$ cat config.mk
export PLATFORM = sky130hd
export DESIGN_NAME = bcd7_decoder
export DESIGN_NICKNAME = d
export VERILOG_FILES = /design/src/rtl/bcd7_pkg.sv /design/src/rtl/bcd7_pattern.sv /design/src/rtl/bcd7_blank_ctrl.sv /design/src/rtl/bcd7_polarity.sv /design/src/rtl/bcd7_decoder.sv
export SDC_FILE = /design/constraint.sdc
export NUM_CORES = 1
export LEC_CHECK = 0
export BUFFER_PORTS_ARGS = -buffer_cell sky130_fd_sc_hd__clkbuf_2
export CAP_MARGIN = 20
export CORE_MARGIN = 1
export CORE_UTILIZATION = 30
export DETAILED_ROUTE_END_ITERATION = 8
export PLACE_DENSITY_LB_ADDON = 0.05
export SLEW_MARGIN = 20
export SYNTH_ARGS = -nofsm -noshare
export SYNTH_HDL_FRONTEND = slang
export SYNTH_HIERARCHICAL = 1
export SYNTH_SLANG_ARGS = --single-unit
$ cat constraint.sdc
create_clock -name vclk -period 2.92
set_input_delay 0.584 -clock vclk [all_inputs]
set_output_delay 0.584 -clock vclk [all_outputs]
set_load 0.005 [all_outputs]
$ cat src/rtl/bcd7_pkg.sv
package bcd7_pkg;
  localparam int DIG_W = 4;
  localparam int SEG_W = 7;
  localparam int MAX_DIGIT = 9;

  typedef logic [DIG_W-1:0] dig_t;
  typedef logic [SEG_W-1:0] seg_t;

  typedef enum logic [1:0] {
    DISP_SHOW = 2'd0,
    DISP_ON   = 2'd1,
    DISP_OFF  = 2'd2
  } disp_e;
endpackage

$ cat src/rtl/bcd7_pattern.sv
module bcd7_pattern
  import bcd7_pkg::*;
(
  input  dig_t bcd_i,
  output seg_t seg_o,
  output logic valid_o,
  output logic zero_o
);
  // active-high pattern, bit 6 = a ... bit 0 = g
  always_comb begin
    unique case (bcd_i)
      4'd0:    seg_o = 7'b1111110;
      4'd1:    seg_o = 7'b0110000;
      4'd2:    seg_o = 7'b1101101;
      4'd3:    seg_o = 7'b1111001;
      4'd4:    seg_o = 7'b0110011;
      4'd5:    seg_o = 7'b1011011;
      4'd6:    seg_o = 7'b1011111;
      4'd7:    seg_o = 7'b1110000;
      4'd8:    seg_o = 7'b1111111;
      4'd9:    seg_o = 7'b1111011;
      default: seg_o = '0;
    endcase
  end

  assign valid_o = (bcd_i <= dig_t'(MAX_DIGIT));
  assign zero_o  = (bcd_i == '0);
endmodule

$ cat src/rtl/bcd7_blank_ctrl.sv
module bcd7_blank_ctrl
  import bcd7_pkg::*;
(
  input  logic  zero_i,
  input  logic  valid_i,
  input  logic  lamp_test_i,
  input  logic  blank_ni,
  input  logic  suppress_i,
  output disp_e mode_o,
  output logic  suppress_o
);
  // precedence: forced blank > lamp test > invalid code > ripple zero
  always_comb begin
    mode_o     = DISP_SHOW;
    suppress_o = 1'b0;
    if (!blank_ni) begin
      mode_o = DISP_OFF;
    end else if (lamp_test_i) begin
      mode_o = DISP_ON;
    end else if (!valid_i) begin
      mode_o = DISP_OFF;
    end else if (suppress_i && zero_i) begin
      mode_o     = DISP_OFF;
      suppress_o = 1'b1;
    end
  end
endmodule

$ cat src/rtl/bcd7_polarity.sv
module bcd7_polarity
  import bcd7_pkg::*;
#(
  parameter bit ACTIVE_LOW = 1'b0
) (
  input  seg_t seg_i,
  output seg_t seg_o
);
  if (ACTIVE_LOW) begin : g_inv
    assign seg_o = ~seg_i;
  end else begin : g_pass
    assign seg_o = seg_i;
  end
endmodule

$ cat src/rtl/bcd7_decoder.sv
module bcd7_decoder
  import bcd7_pkg::*;
#(
  parameter bit ACTIVE_LOW = 1'b0
) (
  input  logic [3:0] bcd_i,
  input  logic       lamp_test_i,
  input  logic       blank_ni,
  input  logic       suppress_i,
  output logic [6:0] seg_o,
  output logic       suppress_o
);
  seg_t  pat;
  seg_t  seg_hi;
  logic  valid;
  logic  zero;
  disp_e mode;

  bcd7_pattern u_pat (
    .bcd_i   (bcd_i),
    .seg_o   (pat),
    .valid_o (valid),
    .zero_o  (zero)
  );

  bcd7_blank_ctrl u_ctrl (
    .zero_i      (zero),
    .valid_i     (valid),
    .lamp_test_i (lamp_test_i),
    .blank_ni    (blank_ni),
    .suppress_i  (suppress_i),
    .mode_o      (mode),
    .suppress_o  (suppress_o)
  );

  always_comb begin
    unique case (mode)
      DISP_ON:  seg_hi = '1;
      DISP_OFF: seg_hi = '0;
      default:  seg_hi = pat;
    endcase
  end

  bcd7_polarity #(.ACTIVE_LOW(ACTIVE_LOW)) u_pol (
    .seg_i (seg_hi),
    .seg_o (seg_o)
  );
endmodule

==> summary.md, run 1 <==
| Metric | Value |
|---|---|
| Run status | complete, no violations |
| Post-synth cell types | 19 |
| Final Hold Vio Count | 0 |
| Register area share after synthesis | 0% |
| Port Buf Inserts | 15 |
| Worst-Margin Slew | 0.2664 ns |
| Post-synth design cell area | roughly 440 um^2 |
| RSZ-0062 raised after global routing | false |
| Wire length per cell | between 8 and 9 um |
| Antenna Nets Post-Route | 0 |
| Final Max Tran Viols | 0 |
| Antenna Cells | 0 |
| Die Span Y | ~40 um |
| P&R area growth vs syn | 23.38% |
| Commonest non-fill, non-tap cell in the layout | clkbuf_2 |
| Multi-input gate area | 360.3 um^2 |
| WS Path Type | input pin to output port |
| # rows | 13 |
| Vias in the first global route | just under 300 |
| Final setup fails | 0 |
| TNS Setup | 0 ns |
| Initial Utilization | approximately a third |
| Final global-route overflow total | 0 |
| Post-Syn Area per Cell | 8.225 um^2 |
| Period utilization | a little over nine tenths |
| Critical Path End Type | output port |
| GRT Util Overall | approximately a tenth |
| CP Data Required Time | 2.34 ns |
| Fin nets | between 80 and 90 |
| Via density | between 4 and 5 |
| DRC viols | 0 |
| Hold crit path type | input pin to output port |
| Die area | roughly 1600 um^2 |
| Share of cells above drive strength 1 | a little under three fifths |
| Final hold slack | 1.396 ns |
| Seq Cell Count | 0 |
| Dpl cells | between 80 and 90 |
| Startpoint Class | input pin |
| Fill count | about 160 |
| Final wirelength | roughly 730 um |
| Placed cell area | roughly 530 um^2 |
| Final cell count without fillers | 84 |
| Mapped Nets | roughly 70 |
| Fmax | approximately 0.36 GHz |
| Register area | 0 um^2 |
| Slew margin rel. | 82.05% |
| Core area | roughly 1300 um^2 |
| DR pass1 iterations | 4 |
| Top Ports | 15 |
| Fin area | around 550 um^2 |
| Hold buffers post-CTS | 0 |
| Arrival @ worst endpoint | ~2.2 ns |
| Instance count of the mapped netlist | 54 |
| P_leak | ~0.0003 uW |
| Initial antenna violation count | 0 |
| Clock buffers | 0 |
| Finished Core Util | 41.09% |
| Max Cap Viol | 0 |
| # Post-CTS Setup Buffers | 0 |
| Die X-Extent | around 40 um |
| Placer Congestion | 0.7330 |
| Max VDD drop | about 0.000059 V |
| Pwr dens | ~170 nW/um^2 |
| Initial detailed-routing violation count | 1 |
| Worst-path fanout max | 7 |
| Pin count of the biggest net entering global routing | 10 |
| Minimum clock period | between 2 and 3 ns |
| Commonest cells after routing, fill and taps aside | 15 x clkbuf_2, 10 x buf_4, 7 x mux2_4 |
| Via count | approximately 360 |
| First-pass GRT wire length | between 1000 and 1500 um |
| Detailed placement HPWL | between 600 and 700 um |
| Synth warn | 6 |
cells in the mapped netlist (2+ instances only):
library cell	count	area share, %
ha_1	8	23
inv_1	5	4.2
nor2_1	4	3.4
buf_4	7	12
buf_6	2	5.1
mux2_4	7	24
nand2b_1	2	2.8
o22ai_1	4	5.6
a21oi_1	2	2.3
nand2_1	2	1.7
o21ai_0	3	3.4
stage by stage:
stage	worst slack, ns	total power (uW)
after detailed placement	-0.08434	92.08
after global routing	0.007846	107.9
final	0.1538	95.49
after global placement	-0.05668	92.44
after floorplan	0.2301	79.28
after CTS	0.07182	96.67
worst max-delay path, cell delays in order:
cell and delay, ns:
clkbuf_2 0.11, inv_2 0.05, ha_1 0.20, nor2_1 0.09
o21ai_0 0.11, a31oi_1 0.19, inv_1 0.09, ha_4 0.34
mux2_4 0.30, clkbuf_2 0.11
cell type report:
class	count	area share, %
Tap cell	15	3.425
Timing Repair Buffer	25	27.40
Multi-Input combinational cell	39	65.75
Inverter	5	3.425
routing by layer:
metal,track usage [%],vias up,part of all wire [%]
li1,-,208,-
met1,14.74,145,53
met2,17.86,9,44
met3,0,0,2.9
met4,0,0,0
met5,0,-,0
kinds of logic after synthesis:
group / synth area share (%)
fa+ha+maj: 22.54
mux: 25.92
compound gates: 16.34
buf+inv: 22.25
simple gates: 10.98
xor+xnor: 1.972
final timing paths:
path / depth (start not counted) / endpoint / slack (ns) / start
worst min-delay path: 3 / suppress_o / 1.40 / lamp_test_i
worst max-delay path: 10 / seg_o[6] / 0.15 / bcd_i[0]
power breakdown:
part           leakage, uW  switching (uW)  internal [uW]
registers                0               0              0
clock network            0               0              0
logic             0.000300            38.1           57.4
what timing repair did:
action / CTS / global route
gates resized for setup: 2 / 3
pin swaps: 0 / 2
endpoints found under the setup margin: 7 / 7
No activity file was read; power rests on OpenSTA's default activity.
==> run 2, diff against run 1 <==
- clock period: 2.92 -> 3 ns (I/O delays scaled with it)
==> run 2 against run 1 <==
  * Highest routed layer unchanged
  * Largest power group unchanged
  * Final cell count fell by 4.8%
  * Final area shrank 5.9%
  * Power is 6.5% lower
  * Clock-buffer cell count unchanged
  * Combinational power shrank 6.6%
  * Worst hold slack improved by 0.033 ns
==> summary.md, run 2 (synthesis gave the netlist of run 1 again) <==
| Metric | Value |
|---|---|
| Run status | complete, no violations |
| Max Cap Viol | 0 (unchanged) |
| # Post-CTS Setup Buffers | 0 (unchanged) |
| CP max stage delay | 0.34 ns (about the same) |
| Startpoint Class | input pin |
| Minimum clock period | 2.820 ns |
| Pre-CTS setup slack | -0.03522 ns (+0.04911 ns) |
| Final global-route overflow total | 0 (unchanged) |
| Cell Chain, Critical Path | clkbuf_2 > inv_1 > ha_1 > nand2b_1 > nor2_1 > nand2_1 > a31oi_1 > inv_1 > ha_4 > mux2_4 > clkbuf_2 |
| P_leak | 0.0002839 uW (-5.5%) |
| Final wirelength | 723 um (-0.55%) |
| Clock buffers | 0 (unchanged) |
| Hold Startpoint | lamp_test_i |
| GRT Util Overall | 10.70% (+0.45 points) |
| Pin count of the biggest net entering global routing | 8 (-2) |
| Commonest non-fill, non-tap cell in the layout | clkbuf_2 |
| WS Path Type | input pin to output port |
| Initial detailed-routing violation count | 1 (unchanged) |
| Hold Crit Depth | 3 (unchanged) |
| # rows | 13 (unchanged) |
| Hold EP | suppress_o |
| Final Max Tran Viols | 0 (unchanged) |
| Top Ports | 15 (unchanged) |
| Cell at the slowest stage of the critical path | ha_4 |
| Share of cells above drive strength 1 | 49.23% (-5.8 points) |
| Via density | 4.363 (+1.2%) |
| Worst path depth | 11 (+1) |
| RSZ-0062 raised after global routing | false |
| Seq Cell Count | 0 (unchanged) |
| DR pass1 iterations | 2 (-2) |
| Die X-Extent | 40.48 um (unchanged) |
| Core area | 1334 um^2 (unchanged) |
| Placer Congestion | 0.7325 (about the same) |
| Fmax | 0.3547 GHz |
| Antenna Nets Post-Route | 0 (unchanged) |
| Hold buffers post-CTS | 0 (unchanged) |
| DRC viols | 0 (unchanged) |
| CP Data Required Time | 2.40 ns (+0.06 ns) |
| Placed cell area | 503.0 um^2 (-5.6%) |
| Initial Utilization | 33.30% (unchanged) |
| Arrival @ worst endpoint | 2.22 ns (+0.04 ns) |
| Port Buf Inserts | 15 (unchanged) |
| Slew margin rel. | 84.44% (+2.4 points) |
| Buf/Inv on CP | 4 (unchanged) |
| Critical Path End Type | output port |
| Period utilization | a little over nine tenths |
| Finished Core Util | 38.65% (-2.4 points) |
| Antenna Cells | 0 (unchanged) |
| Worst-path fanout max | 7 (unchanged) |
| Register area | 0 um^2 (unchanged) |
| Commonest cells after routing, fill and taps aside | 15 x clkbuf_2, 7 x mux2_4, 7 x ha_1 |
| Wire length per cell | 9.038 um (+4.4%) |
| First-pass GRT wire length | 1242 um (+4.1%) |
| Fin worst setup slack | 0.1805 ns (+0.02670 ns) |
| Cell family with most CP delay | adder cells |
| Die Span Y | 40.48 um (unchanged) |
| Final hold slack | 1.429 ns (+0.03301 ns) |
| Fill count | 151 (-3.2%) |
| Max VDD drop | 0.00005356 V (-9.8%) |
| Final setup fails | 0 (unchanged) |
| P&R area growth vs syn | 16.06% |
| Pwr dens | 173.1 nW/um^2 (-0.65%) |
| Hold crit path type | input pin to output port |
| Multi-input gate area | 357.8 um^2 (-0.69%) |
| Fin area | 515.5 um^2 (-5.9%) |
| Worst-Margin Slew | 0.2309 ns (-0.03547 ns) |
| Final Hold Vio Count | 0 (unchanged) |
| Via count | 349 (-3.6%) |
| Initial antenna violation count | 0 (unchanged) |
| Fin nets | 82 (-4.7%) |
| Die area | 1639 um^2 (unchanged) |
| Vias in the first global route | 306 (+5.2%) |
==> run 2: cell types whose count changed in the layout (fill, tap and decap cells not counted) <==
cell   before  now
inv_1       3    4
buf_4      10    6
ha_1        6    7
ha_2        1    0
inv_2       2    1
==> run 2: through the flow <==
step,power (uW),TNS [ns],cells
after floorplan,77.17,0,54
after global placement,86.62,-0.1083,80
after detailed placement,86.29,-0.2374,80
after CTS,87.35,0,80
after global routing,101.5,0,80
final,89.24,0,80
==> run 2: layout make-up <==
type | count | area share (%)
Timing Repair Buffer | 21 | 23.30
Inverter | 5 | 3.641
Tap cell | 15 | 3.641
Multi-Input combinational cell | 39 | 69.42
==> run 2: report_power, final <==
| part | switching, uW | internal (uW) | leakage [uW] |
|---|---|---|---|
| clock network | 0 | 0 | 0 |
| logic | 36.3 | 52.9 | 0.000284 |
| registers | 0 | 0 | 0 |
| total | 36.3 | 52.9 | 0.000284 |
==> run 2: routing by layer <==
metal / global-route usage (%) / wire length (um)
met1: 14.74 / 401
met2: 19.44 / 304
met3: 0 / 17
met4: 0 / 0
met5: 0 / 0
==> run 2: how the worst max path moves through the flow <==
stage,end,startpoint
3_3_place_gp,seg_o[6],bcd_i[1]
3_5_place_dp,seg_o[6],bcd_i[1]
6_report,seg_o[3],bcd_i[0]
2_1_floorplan,seg_o[0],bcd_i[1]
4_1_cts,seg_o[1],bcd_i[1]
5_1_grt,seg_o[2],bcd_i[0]
==> run 2: repair_timing <==
| item | 4_1_cts | 5_1_grt |
|---|---|---|
| setup endpoints to repair | 7 | 7 |
| resized for setup | 1 | 2 |
| pin swaps | 0 | 0 |
==> run 3, diff against run 2 <==
==> constraint.sdc (replaced) <==
create_clock -name vclk -period 3
set_input_delay 0.3 -clock vclk [all_inputs]
set_output_delay 0.3 -clock vclk [all_outputs]
set_load 0.005 [all_outputs]
==> run 3 against run 2 <==
  * Critical path depth is the same
  * Power down 11%
  * Setup slack gained 0.31 ns
  * Final area fell by 11%
  * Largest cell class unchanged
==> summary.md, run 3 (synthesis gave the netlist of run 1 again) <==
| Metric | Value |
|---|---|
| Post_cts resized | 0 (-1) |
| WL met2 | 280 um (-7.9%) |
| Final setup fails | 0 (unchanged) |
| Core area | 1334 um^2 (unchanged) |
| Pre-CTS setup slack | 0.4716 ns (+0.5069 ns) |
| WS Path Type | input pin to output port |
| Share of cells above drive strength 1 | 40.68% (-8.6 points) |
| Max VDD drop | 0.00005005 V (-6.6%) |
| Minimum clock period | 2.507 ns (-0.3126 ns) |
| Arrival @ worst endpoint | 2.21 ns (about the same) |
| Seq Cell Count | 0 (unchanged) |
| Commonest non-fill, non-tap cell in the layout | clkbuf_2 |
| P&R area growth vs syn | 3.099% |
| Placer Congestion | 0.6972 (-4.8%) |
| Fmax | 0.3989 GHz (+12%) |
| Via count | 341 (-2.3%) |
| Via density | 4.608 (+5.6%) |
| # Post-CTS Setup Buffers | 0 (unchanged) |
| GRT Util Overall | 8.221% (-2.5 points) |
| Clock Power Share | 0% (unchanged) |
| Worst-Margin Slew | 0.3685 ns (+0.1376 ns) |
| Period utilization | 83.56% (-10 points) |
| Final wirelength | 650 um (-10%) |
| Max Cap Viol | 0 (unchanged) |
| Sw Share | 43.83% (+3.2 points) |
| Die area | 1639 um^2 (unchanged) |
| Antenna Cells | 0 (unchanged) |
| Highest metal used | met3 |
| Final Hold Vio Count | 0 (unchanged) |
| WL met3 | 48 um (+180%) |
| Dpl cells | 74 (-7.5%) |
| RSZ-0062 raised after global routing | false |
| Worst-path fanout max | 7 (unchanged) |
| Die Span Y | 40.48 um (unchanged) |
| Fin nets | 76 (-7.3%) |
| Startpoint Class | input pin |
| Sw Pwr | 34.76 uW (-4.2%) |
| Reg power frac | 0% (unchanged) |
| Combinational share of power | 100.0% (about the same) |
| Run status | complete, no violations |
| Antenna Nets Post-Route | 0 (unchanged) |
| Port Buf Inserts | 15 (unchanged) |
| Critical Path End Type | output port |
| Hold buffers post-CTS | 0 (unchanged) |
| Register area | 0 um^2 (unchanged) |
| Int Pwr | 44.54 uW (-16%) |
| Hold crit path type | input pin to output port |
| Initial Utilization | 33.30% (unchanged) |
| Pwr dens | 173.1 nW/um^2 (about the same) |
| Wl on met1 | 321 um (-20%) |
| DRC viols | 0 (unchanged) |
| Initial detailed-routing violation count | 5 (+4) |
| Top Ports | 15 (unchanged) |
| Fin worst setup slack | 0.4931 ns (+0.3126 ns) |
| Die X-Extent | 40.48 um (unchanged) |
| # rows | 13 (unchanged) |
| Commonest cells after routing, fill and taps aside | 15 x clkbuf_2, 8 x ha_1, 7 x mux2_4 |
| First-pass GRT wire length | 972 um (-22%) |
| Pin count of the biggest net entering global routing | 13 (+5) |
| Initial antenna violation count | 0 (unchanged) |
| Final hold slack | 0.8257 ns (-0.6029 ns) |
| Wire length per cell | 8.784 um (-2.8%) |
| DR pass1 iterations | 4 (+2) |
| Final cell count without fillers | 74 (-7.5%) |
| Final Max Tran Viols | 0 (unchanged) |
| Slew margin rel. | 75.43% (-9.0 points) |
| CP Data Required Time | 2.70 ns (+0.30 ns) |
| Clock buffers | 0 (unchanged) |
| TNS Setup | 0 ns (unchanged) |
| Vias in the first global route | 227 (-26%) |
| P_leak | 0.0002568 uW (-9.6%) |
| Total chip power | 79.29 uW (-11%) |
| Final global-route overflow total | 0 (unchanged) |
==> run 3: routing by layer <==
metal | global-route usage [%] | vias up
met5 | 0 | -
met4 | 0 | 0
met3 | 0 | 0
met2 | 13.89 | 9
met1 | 12.18 | 144
li1 | - | 188
==> run 3: path summary, 6_finish.rpt <==
check                       start         end  depth (start not counted)
worst min-delay path  lamp_test_i  suppress_o                          3
worst max-delay path     bcd_i[1]    seg_o[3]                         11
==> run 3: layout make-up <==
class,instances,area [um^2]
Fill cell,155,875.8
Multi-Input combinational cell,39,345.3
Timing Repair Buffer,15,75.07
Inverter,5,18.77
Tap cell,15,18.77
==> run 3: critical path: stages <==
cell      delay, ns
clkbuf_2       0.14
inv_1          0.17
ha_1           0.19
nand2b_1       0.07
nor2_1         0.09
nand2_1        0.07
a31oi_1        0.16
inv_1          0.06
ha_1           0.50
mux2_4         0.33
clkbuf_2       0.11
==> run 3: power by group through the flow <==
stage,clock [uW],combinational [uW],sequential (uW)
after floorplan,0,77.2,0
final,0,79.3,0
after CTS,0,80.4,0
after global routing,0,88.3,0
after detailed placement,0,80.3,0
after global placement,0,80.5,0
==> run 3: metrics by stage <==
stage | utilization [%] | cell area [um^2]
global placement | 34.33 | 457.9
finish | 34.33 | 457.9
floorplan | - | 444.2
global route | 34.33 | 457.9
CTS | 34.33 | 457.9
detailed placement | 34.33 | 457.9
